`config.mk`:
```
export PLATFORM = sky130hd
export DESIGN_NAME = pix_port_fmt
export DESIGN_NICKNAME = d
export VERILOG_FILES = /design/src/rtl/pix_port_fmt.sv
export SDC_FILE = /design/constraint.sdc
export NUM_CORES = 1
export LEC_CHECK = 0
export BUFFER_PORTS_ARGS = -buffer_cell sky130_fd_sc_hd__buf_2
export CAP_MARGIN = 20
export CORE_ASPECT_RATIO = 0.8
export CORE_UTILIZATION = 40
export DETAILED_ROUTE_END_ITERATION = 10
export GPL_ROUTABILITY_DRIVEN = 1
export PLACE_DENSITY = 0.69
export RECOVER_POWER = 50
export SLEW_MARGIN = 0
export SYNTH_ARGS = -nofsm -noshare
export SYNTH_HDL_FRONTEND = slang
export SYNTH_SLANG_ARGS = --single-unit
```
`constraint.sdc`:
```
create_clock -name clk -period 1.8 [get_ports clk]
set_input_delay 0.09 -clock clk [delete_from_list [all_inputs] [get_ports clk]]
set_output_delay 0.09 -clock clk [all_outputs]
set_load 0.02 [all_outputs]
```
`src/rtl/pix_port_fmt.sv`:
```
module pix_port_fmt #(
  parameter int SW = 10
) (
  input  logic            clk,
  input  logic            rst_n,
  input  logic [3:0]      fmt_sel,
  input  logic            swap_cbcr,
  input  logic [2:0]      clk_sel,
  input  logic            clk_pol,
  input  logic [SW-1:0]   y0_i,
  input  logic [SW-1:0]   y1_i,
  input  logic [SW-1:0]   cb_i,
  input  logic [SW-1:0]   cr_i,
  output logic            pair_take_o,
  output logic [2*SW-1:0] pix_d,
  output logic [2*SW-1:0] pix_oe,
  output logic            pix_clk_o
);
  localparam int BW = 2 * SW;
  localparam int NB = SW - 2;
  localparam logic [3:0] F_I10 = 4'b0000;
  localparam logic [3:0] F_W20 = 4'b0001;
  localparam logic [3:0] F_W16 = 4'b0010;
  localparam logic [3:0] F_I8  = 4'b0011;
  localparam logic [2:0] CK_HALF = 3'b101;

  logic [1:0]    ph;
  logic [3:0]    cm;
  logic          cswp, cpol, hck;
  logic [2:0]    csel;
  logic [SW-1:0] sy0, sy1, scb, scr;
  logic [SW-1:0] c0, c1, w, wy, wc;
  logic [BW-1:0] nd, noe;

  assign pair_take_o = (ph == 2'd3);

  always_ff @(posedge clk) begin
    if (!rst_n) begin
      ph   <= '0;
      cm   <= F_I8;
      cswp <= 1'b0;
      csel <= 3'b000;
      cpol <= 1'b0;
      sy0  <= '0;
      sy1  <= '0;
      scb  <= '0;
      scr  <= '0;
    end else begin
      ph <= ph + 2'd1;
      if (pair_take_o) begin
        cm   <= fmt_sel;
        cswp <= swap_cbcr;
        csel <= clk_sel;
        cpol <= clk_pol;
        sy0  <= y0_i;
        sy1  <= y1_i;
        scb  <= cb_i;
        scr  <= cr_i;
      end
    end
  end

  assign c0 = cswp ? scr : scb;
  assign c1 = cswp ? scb : scr;
  assign wy = ph[1] ? sy1 : sy0;
  assign wc = ph[1] ? c1 : c0;

  always_comb begin
    case (ph)
      2'd0:    w = c0;
      2'd1:    w = sy0;
      2'd2:    w = c1;
      default: w = sy1;
    endcase
  end

  always_comb begin
    nd  = '0;
    noe = '0;
    case (cm)
      F_I10: begin
        nd[BW-1:SW]  = w;
        noe[BW-1:SW] = '1;
      end
      F_I8: begin
        nd[BW-1:BW-NB]  = w[SW-1:2];
        noe[BW-1:BW-NB] = '1;
      end
      F_W20: begin
        nd  = {wy, wc};
        noe = '1;
      end
      F_W16: begin
        nd[BW-1:BW-NB]  = wy[SW-1:2];
        nd[SW-1:2]      = wc[SW-1:2];
        noe[BW-1:BW-NB] = '1;
        noe[SW-1:2]     = '1;
      end
      default: ;
    endcase
  end

  always_ff @(posedge clk) begin
    if (!rst_n) begin
      pix_d  <= '0;
      pix_oe <= '0;
      hck    <= 1'b1;
    end else begin
      pix_d  <= nd;
      pix_oe <= noe;
      hck    <= ph[0];
    end
  end

  assign pix_clk_o = ((csel == CK_HALF) ? hck : clk) ^ cpol;


  take_period_chk: assert property (@(posedge clk) disable iff (!rst_n)
    pair_take_o |=> !pair_take_o);


  cfg_hold_chk: assert property (@(posedge clk) disable iff (!rst_n)
    !pair_take_o |=> ($stable(cm) && $stable(cswp) && $stable(csel)));


  idle_pin_zero_chk: assert property (@(posedge clk) disable iff (!rst_n)
    (pix_d & ~pix_oe) == '0);


  wide10_oe_chk: assert property (@(posedge clk) disable iff (!rst_n)
    (!pair_take_o && cm == F_I10) |=> (pix_oe == {{SW{1'b1}}, {SW{1'b0}}}));


  reserved_off_chk: assert property (@(posedge clk) disable iff (!rst_n)
    (!pair_take_o && cm > F_I8) |=> (pix_oe == '0));


  half_clk_toggle_chk: assert property (@(posedge clk) disable iff (!rst_n)
    (!pair_take_o && csel == CK_HALF) |=> (pix_clk_o != $past(pix_clk_o)));
endmodule

```
Word level (Yosys, flattened, before mapping) --
Cells that the tools add are included.
Word-level totals: bits in registers 92, output and inout port bits 42
Operators by class: multiplexer cells 12, reduce and logical (&&, ||, !) cells 8, bitwise logic cells 1, equality and inequality tests 7, add/sub/neg operators 1
Operators with widths (count):
- 10-bit 2-to-1 mux | 4
- 10-bit one-hot mux with 3 select lines | 1
- 8-bit 2-to-1 mux | 2
- 8-bit one-hot mux with 2 select lines | 1
- 4-bit by 2-bit == test with 1-bit output, second input constant | 2
- 2-bit OR reduction | 3
- 2-bit == test, second input constant | 2
- 4-bit by 1-bit == test with 1-bit output, second input constant | 1
- 4-bit logical NOT | 1
- 2-bit 2-to-1 mux | 2
- 2-bit one-hot mux with 2 select lines | 1
- 2-bit AND reduction | 2
- 4-bit OR reduction | 1
- 3-bit == test, second input constant | 1
- 2-bit by 1-bit adder with 2-bit output, second input constant | 1
- 2-bit by 1-bit == test with 1-bit output, second input constant | 1
- 2-bit logical NOT | 1
- 1-bit 2-to-1 mux | 1
- 1-bit bitwise XOR | 1

Depth between registers and ports, before layout --
Gate-level depths: netlist of the first run.
depth in word-level cells 3, depth in mapped cells 8

==> results of run 1 <==
## worst max-delay path, delay by kind of cell
kind	cells	cell delay, ns
xor+xnor	1	0.14
buf+inv	3	0.41
mux	1	0.18
## timing repair
item                                    CTS  global route
pin swaps                                 1             0
hold endpoints to repair                 49             0
endpoints found under the setup margin    1             7
gates resized for setup                   0             1
hold buffers                             49             0
buffers inserted                          2             0
cloned                                    0             0
## metrics by stage
stage | hold slack, ns | instances | power (mW) | worst slack, ns
2_1_floorplan | 0.218 | 317 | 2.21 | 0.0587
3_3_place_gp | 0.333 | 491 | 2.36 | 0.209
3_5_place_dp | 0.337 | 491 | 2.37 | 0.0835
4_1_cts | 0.0994 | 561 | 4.12 | 0.0555
5_1_grt | 0.122 | 561 | 4.26 | 0.00107
6_report | 0.109 | 561 | 4.07 | 0.0807
## report_power, final
part | switching [mW] | internal [mW]
clock | 0.682 | 1.07
combinational | 0.265 | 0.269
sequential | 0.0517 | 1.74
total | 0.999 | 3.08
## logic make-up after synthesis
group | after synthesis | synth area share
AND/OR/NAND/NOR | 91 | 0.163
AO/OA/AOI/OAI | 40 | 0.0882
flip-flops | 76 | 0.458
XOR/XNOR | 4 | 0.0106
multiplexers | 62 | 0.191
buffers and inverters | 40 | 0.0743
adder cells (fa/ha/maj) | 4 | 0.0151
## layout make-up
class	count	area [um2]	share of cell area
timing repair buffer	151	980	0.219
inverter	5	18.8	0.00419
sequential	76	1520	0.340
clock buffer	16	211	0.0472
multi-input combinational	201	1540	0.344
clock inverter	4	70.1	0.0157
tap	108	135	0.0302
## sequential cells by signal, indices dropped and copies added, names as in the netlist, 2 cells and up
signal and count:
cm 4, csel 3, ph 2, pix_d 20, pix_oe 4, scb 10, scr 10, sy0 10
sy1 10
## synthesized netlist by cell type, drive strengths merged, types with 4 or more instances
cell     n
mux2     4
a21o    10
nor2b   55
a221oi  10
a21oi   10
ha       4
nand2   25
o32ai    8
mux2i   58
buf     28
dfxtp   76
clkbuf   7
inv      5
## layer usage
layer / global-route usage / routed length, um
met4: 0.0675 / 90
met3: 0.0695 / 365
met5: 0 / 0
met1: 0.241 / 3820
met2: 0.328 / 3780
## path summary, 6_finish.rpt
path,start,end,slack [ns],cells past startpoint
max reg2reg,ph[0],pix_d[17],0.11,5
min,rst_n,scr[1],0.11,2
min reg2reg,scb[5],pix_d[5],0.48,2
max,clk,pix_clk_o,0.08,5
==> flow_metrics.tcl, run 1 <==
set metrics [dict create \
    area_delta_synth_final_pct 34.8 \
    grt_pass1_wl_um 13400 \
    io_buffers 92 \
    netlist_area_mm2 0.00332 \
    rsz0062_at_grt "false" \
    start_util 0.416 \
    gr-total-overflow 0 \
    criticalPathCategory "clock port to output port" \
    max_cap_viol_count 0 \
    p_per_area_mw_per_mm2 910 \
    place_hpwl_um 5150 \
    synth_area_leaders "dfxtp_1 (46%), mux2i_1 (17%), nor2b_1 (10%)" \
    synth_cell_types 26 \
    ys_warn_count 0 \
    irDropWorstVdd_uv 456 \
    core_area_mm2 0.00798 \
    layout_common_cells "dfxtp_1 (75), mux2i_1 (58), nor2b_1 (55)" \
    synth_edf_count 0 \
    num-nets-final 503 \
    final_max_slew_viol_count 0 \
    finish.utilization 0.561 \
    cts_tree "yes" \
    grt_max_degree 28 \
    tightest_slew_ns 1.02 \
    worstPathRequired_ns 1.71 \
    chipWidth_um 104 \
    ys.flop_type "dfxtp_1" \
    viasPerCell 4.72 \
    setup_viol 0 \
    grt_usage 0.199 \
    skew_ns 0.00924 \
    drtIter0Drc 106 \
    antenna_found_initial 0 \
    boundaryPins 93 \
    post_dp_cell_area_mm2 0.00377 \
    gp_congestion 0.785 \
    fp.dieH_um 83.5 \
    max_freq_mhz 584 \
    critPathLaunchType "clock port" \
    num_vias 2650 \
    synth-async-reset-ratio 0 \
    num_rows 29 \
    drt_first_pass_iters 5 \
    p_leak_nw 1.73 \
    drive_gt1_frac 0.196 \
    cts.clk_slew.worst_paths_ns 0.07 \
    layout_commonest_cell "dfxtp_1" \
    path_max_fanout 2 \
    clock_latency_ns 0.45 \
    die_area_mm2 0.00867 \
    maxSlewHeadroom 0.316 \
    slowest_delay_ns 0.18 \
    syn_nets 372 \
    n_antenna_cell 0 \
    final_area_mm2 0.00448 \
    grt_pass1_vias 2772 \
    finalHoldViolations 0 \
    cp_common_cell "clkbuf_8" \
    endpoint_kind "output port" \
    synth_top_cell_by_area "dfxtp_1" \
    hold_class "input port to flop" \
    routed_wl_um 8050 \
    critPathSlowestCell "mux2i_1" \
    syn_inst 317 \
    period_share 0.955 \
    drc 0 \
    period_minus_slack_ns 1.72 \
    synth_top_area_frac 0.458 \
    fillerInstances 745 \
    ys_seq_area_frac 0.458 \
    ys_seq_elements 76 \
    wl_per_cell_um 14.3 \
    post_synth.cell_area_avg_um2 10.5 \
    arrival_ns 1.63 \
    status "finished, final reports clean" \
    ant_nets 0 \
    fin_setup_tns_ns 0 \
    path_cells "clkbuf_8 > clkbuf_8 > mux2i_1 > xnor2_1 > buf_2" \
]
No activity file was read; power rests on OpenSTA's default activity.
==> run 2: changes to the inputs <==
--- a/config.mk
+++ b/config.mk
@@ -13,6 +13,7 @@
 export GPL_ROUTABILITY_DRIVEN = 1
 export PLACE_DENSITY = 0.69
 export RECOVER_POWER = 50
+export REMOVE_ABC_BUFFERS = 1
 export SLEW_MARGIN = 0
 export SYNTH_ARGS = -nofsm -noshare
 export SYNTH_HDL_FRONTEND = slang
==> flow_metrics.tcl, run 2 (synthesis gave the netlist of run 1 again) <==
set metrics [dict create \
    finalWorstSetupSlack_ns 0.0974 \
    multi_input_area_mm2 0.00156 \
    critPathLaunchType "flop" \
    skew_ns 0.00978 \
    final_max_slew_viol_count 0 \
    drive_gt1_frac 0.190 \
    fillerInstances 739 \
    clkPwrFrac 0.369 \
    post_cts_buffers 0 \
    rsz0062_at_grt "false" \
    cts_tree "yes" \
    n_antenna_cell 0 \
    wl_per_cell_um 14.6 \
    max_cap_viol_count 0 \
    largest_register_ffs 20 \
    grt_usage 0.199 \
    p_per_area_mw_per_mm2 835 \
    finalHoldViolations 0 \
    netSwitchingFraction 0.262 \
    routed_wl_um 8160 \
    grt_pass1_wl_um 13300 \
    tightest_slew_ns 0.963 \
    grt_pass1_vias 2729 \
    io_buffers 92 \
    cts.clk_slew.worst_paths_ns 0.08 \
    endpoint_kind "flop" \
    register_area_mm2 0.00152 \
    antenna_found_initial 0 \
    boundaryPins 93 \
    power.internal_mw 2.73 \
    gr-total-overflow 0 \
    area_delta_synth_final_pct 33.7 \
    place_hpwl_um 5210 \
    gp_congestion 0.759 \
    die_area_mm2 0.00867 \
    fp.dieH_um 83.5 \
    start_util 0.416 \
    irDropWorstVdd_uv 349 \
    hold_class "input port to flop" \
    grt_max_degree 38 \
    pre_cts_ws_ns 0.0850 \
    period_share 0.946 \
    p_leak_nw 1.70 \
    max_freq_mhz 587 \
    sequentialPowerShare 0.483 \
    path_max_fanout 10 \
    layout_common_cells "dfxtp_1 (75), mux2i_1 (58), nor2b_1 (55)" \
    layout_commonest_cell "dfxtp_1" \
    combPwrFrac 0.148 \
    worstPathRequired_ns 2.12 \
    drtIter0Drc 137 \
    drt_first_pass_iters 5 \
    num-nets-final 502 \
    setup_viol 0 \
    chipWidth_um 104 \
    core_area_mm2 0.00798 \
    ant_nets 0 \
    top_register "pix_d" \
    num_vias 2674 \
    clock_latency_ns 0.45 \
    viasPerCell 4.78 \
    status "finished, final reports clean" \
    period_minus_slack_ns 1.70 \
    power.total_mw 3.70 \
    criticalPathCategory "flop to flop" \
    arrival_ns 2.03 \
    switching_power_uw 971 \
    maxSlewHeadroom 0.353 \
    num_rows 29 \
    drc 0 \
]
run 2: cell types whose count changed in the layout (fill, tap and decap cells not counted), sizes merged:
cell	delta
bufinv	-2
clkbuf	+1
dlygate4sd3	+1
buf	-1
run 2: worst max-delay path: stages, from the launching register on:
cell      delay, ns
dfxtp_1        0.40
inv_1          0.10
ha_1           0.22
mux2_4         0.34
a221oi_1       0.37
o32ai_1        0.14
run 2: routing by layer:
layer / wire length, um / global-route usage
met5: 0 / 0
met4: 145 / 0.0701
met3: 422 / 0.0765
met2: 3940 / 0.332
met1: 3650 / 0.234
run 2: path summary, 6_finish.rpt:
path	cells past startpoint	slack, ns	to	start
hold reg to reg	2	0.48	pix_d[0]	scb[0]
setup reg to reg	5	0.1	pix_d[17]	ph[0]
hold / removal	4	0.39	cm[0]	fmt_sel[0]
setup / recovery	5	0.1	pix_d[17]	ph[0]
run 2: area by class of cell:
class,count,share of cell area
multi-input cells,201,0.350
flip-flops and latches,76,0.343
repair buffers,150,0.225
clock buffers,18,0.0448
well taps,108,0.0304
inverters,5,0.00423
clock inverters,2,0.00226
run 2: timing repair:
item | in CTS | in global routing
hold endpoints to repair | 49 | 0
hold buffers | 50 | 0
setup endpoints to repair | 0 | 3
resized for setup | 0 | 1
run 2: metrics by stage:
step           utilization  cell area [um2]  cells  setup TNS [ns]  hold slack, ns
2_1_floorplan            -             3090    282          -96.83           0.152
3_3_place_gp         0.475             3790    491               0           0.310
3_5_place_dp         0.475             3790    491               0           0.318
4_1_cts              0.563             4500    560               0           0.389
5_1_grt              0.556             4440    560               0           0.406
6_report             0.556             4440    560               0           0.391
run 2: power groups by stage:
stage | logic [mW] | clock network, mW | registers [mW]
floorplan | 0.244 | 0.0692 | 1.86
global placement | 0.462 | 0.0878 | 1.82
detailed placement | 0.470 | 0.0878 | 1.83
CTS | 0.555 | 1.40 | 1.79
global route | 0.594 | 1.49 | 1.79
finish | 0.549 | 1.37 | 1.79
==> run 3: changes to the inputs <==
--- a/config.mk
+++ b/config.mk
@@ -9,11 +9,11 @@
 export CAP_MARGIN = 20
 export CORE_ASPECT_RATIO = 0.8
 export CORE_UTILIZATION = 40
+export CTS_CLUSTER_SIZE = 12
 export DETAILED_ROUTE_END_ITERATION = 10
 export GPL_ROUTABILITY_DRIVEN = 1
 export PLACE_DENSITY = 0.69
 export RECOVER_POWER = 50
-export REMOVE_ABC_BUFFERS = 1
 export SLEW_MARGIN = 0
 export SYNTH_ARGS = -nofsm -noshare
 export SYNTH_HDL_FRONTEND = slang
==> constraint.sdc (replaced) <==
create_clock -name clk -period 1.4 [get_ports clk]
set_input_delay 0.07 -clock clk [delete_from_list [all_inputs] [get_ports clk]]
set_output_delay 0.07 -clock clk [all_outputs]
set_load 0.02 [all_outputs]
==> flow_metrics.tcl, run 3 (synthesis gave the netlist of run 1 again) <==
set metrics [dict create \
    worstPathRequired_ns 1.33 \
    rsz0062_at_grt "true" \
    maxSlewHeadroom 0.469 \
    p_per_area_mw_per_mm2 1150 \
    p_leak_nw 1.83 \
    clock_latency_ns 0.45 \
    ant_nets 0 \
    tightest_slew_ns 0.797 \
    drt_first_pass_iters 4 \
    criticalPathCategory "flop to output port" \
    pre_cts_ws_ns -0.128 \
    ff2ff_path_depth 3 \
    hold_ws_ns 0.382 \
    period_minus_slack_ns 1.50 \
    grt_usage 0.204 \
    final_area_mm2 0.00476 \
    arrival_ns 1.43 \
    fp.dieH_um 83.5 \
    drtIter0Drc 113 \
    start_util 0.416 \
    period_share 1.07 \
    max_cap_viol_count 0 \
    num_vias 2673 \
    place_hpwl_um 5250 \
    fin_cells 572 \
    rrSetupSlack_ns -0.09 \
    largest_register_ffs 20 \
    drive_gt1_frac 0.250 \
    boundaryPins 93 \
    path_max_fanout 2 \
    antenna_found_initial 0 \
    viasPerCell 4.67 \
    cts.clk_slew.worst_paths_ns 0.08 \
    chipWidth_um 104 \
    violations "negative setup slack" \
    irDropWorstVdd_uv 779 \
    area_delta_synth_final_pct 43.5 \
    r2r-start "cm[3]" \
    io_buffers 92 \
    finalHoldViolations 0 \
    endpoint_kind "output port" \
    hold_class "input port to flop" \
    final_max_slew_viol_count 0 \
    gp_congestion 0.783 \
    die_area_mm2 0.00867 \
    gr-total-overflow 0 \
    finalWorstSetupSlack_ns -0.0988 \
    critPathLaunchType "flop" \
    fin_setup_tns_ns -0.515 \
    n_antenna_cell 0 \
    num_rows 29 \
    top_register "pix_d" \
    startpoint "csel[1]" \
    status "finished, violations left" \
    layout_commonest_cell "dfxtp_1" \
    grt_max_degree 51 \
    power.total_mw 5.50 \
    grt_pass1_wl_um 13600 \
    reg2reg_to "pix_d[14]" \
    layout_common_cells "dfxtp_1 (74), mux2i_1 (57), nor2b_1 (55)" \
    setup_viol 13 \
    grt_pass1_vias 2741 \
    crit_end "pix_clk_o" \
    fillerInstances 708 \
    routed_wl_um 8270 \
    max_freq_mhz 667 \
    wl_per_cell_um 14.5 \
    drc 0 \
    cts_tree "yes" \
    num-nets-final 514 \
    post_dp_cell_area_mm2 0.00392 \
    placed_cells 496 \
    finish.utilization 0.597 \
    skew_ns 0.00731 \
    core_area_mm2 0.00798 \
]
## run 3: changes by cell type in the layout (fill, tap and decap cells not counted), sizes merged
| cell | delta |
|---|---|
| buf | +6 |
| bufinv | +3 |
| clkinvlp | +1 |
| inv | +1 |
| mux2 | +2 |
| clkbuf | -1 |
## run 3: critical path, cell delays in order (launching register included)
cell and delay [ns]:
dfxtp_2 0.32, nand3b_1 0.16, mux2i_1 0.19, xnor2_1 0.14, buf_4 0.16
## run 3: worst min path at each step
stage / startpoint / endpoint / slack, ns / cells after the start
floorplan: rst_n / scr[0] / 0.20 / 1
global placement: fmt_sel[0] / cm[0] / 0.30 / 3
detailed placement: fmt_sel[0] / cm[0] / 0.30 / 3
CTS: fmt_sel[0] / cm[0] / 0.36 / 4
global route: fmt_sel[0] / cm[0] / 0.39 / 4
finish: fmt_sel[0] / cm[0] / 0.38 / 4
## run 3: routing by layer
| layer | up-vias | wire length (um) | part of all wire | global-route usage |
|---|---|---|---|---|
| met5 | - | 0 | 0 | 0 |
| met4 | 0 | 138 | 0.017 | 0.0909 |
| met3 | 12 | 436 | 0.053 | 0.0617 |
| met2 | 81 | 3410 | 0.41 | 0.295 |
| met1 | 1215 | 4290 | 0.52 | 0.278 |
| li1 | 1365 | - | - | - |
## run 3: area by class of cell
| class | instances | area [um2] | share of cell area |
|---|---|---|---|
| Tap cell | 108 | 135 | 0.0284 |
| Multi-Input combinational cell | 203 | 1670 | 0.350 |
| Inverter | 5 | 21.3 | 0.00447 |
| Sequential cell | 76 | 1530 | 0.320 |
| Timing Repair Buffer | 160 | 1120 | 0.234 |
| Clock inverter | 7 | 124 | 0.0260 |
| Clock buffer | 13 | 173 | 0.0362 |
## run 3: where the power goes
group | internal, mW | switching (mW)
registers | 2.23 | 0.0742
clock network | 1.44 | 0.965
logic | 0.416 | 0.370
## run 3: what timing repair did
item	in CTS	in global routing
resized for setup	12	7
hold buffers	50	0
cloned	2	1
pin swaps	1	2
setup endpoints to repair	41	35
setup buffers	2	2
endpoints found under the hold margin	51	0
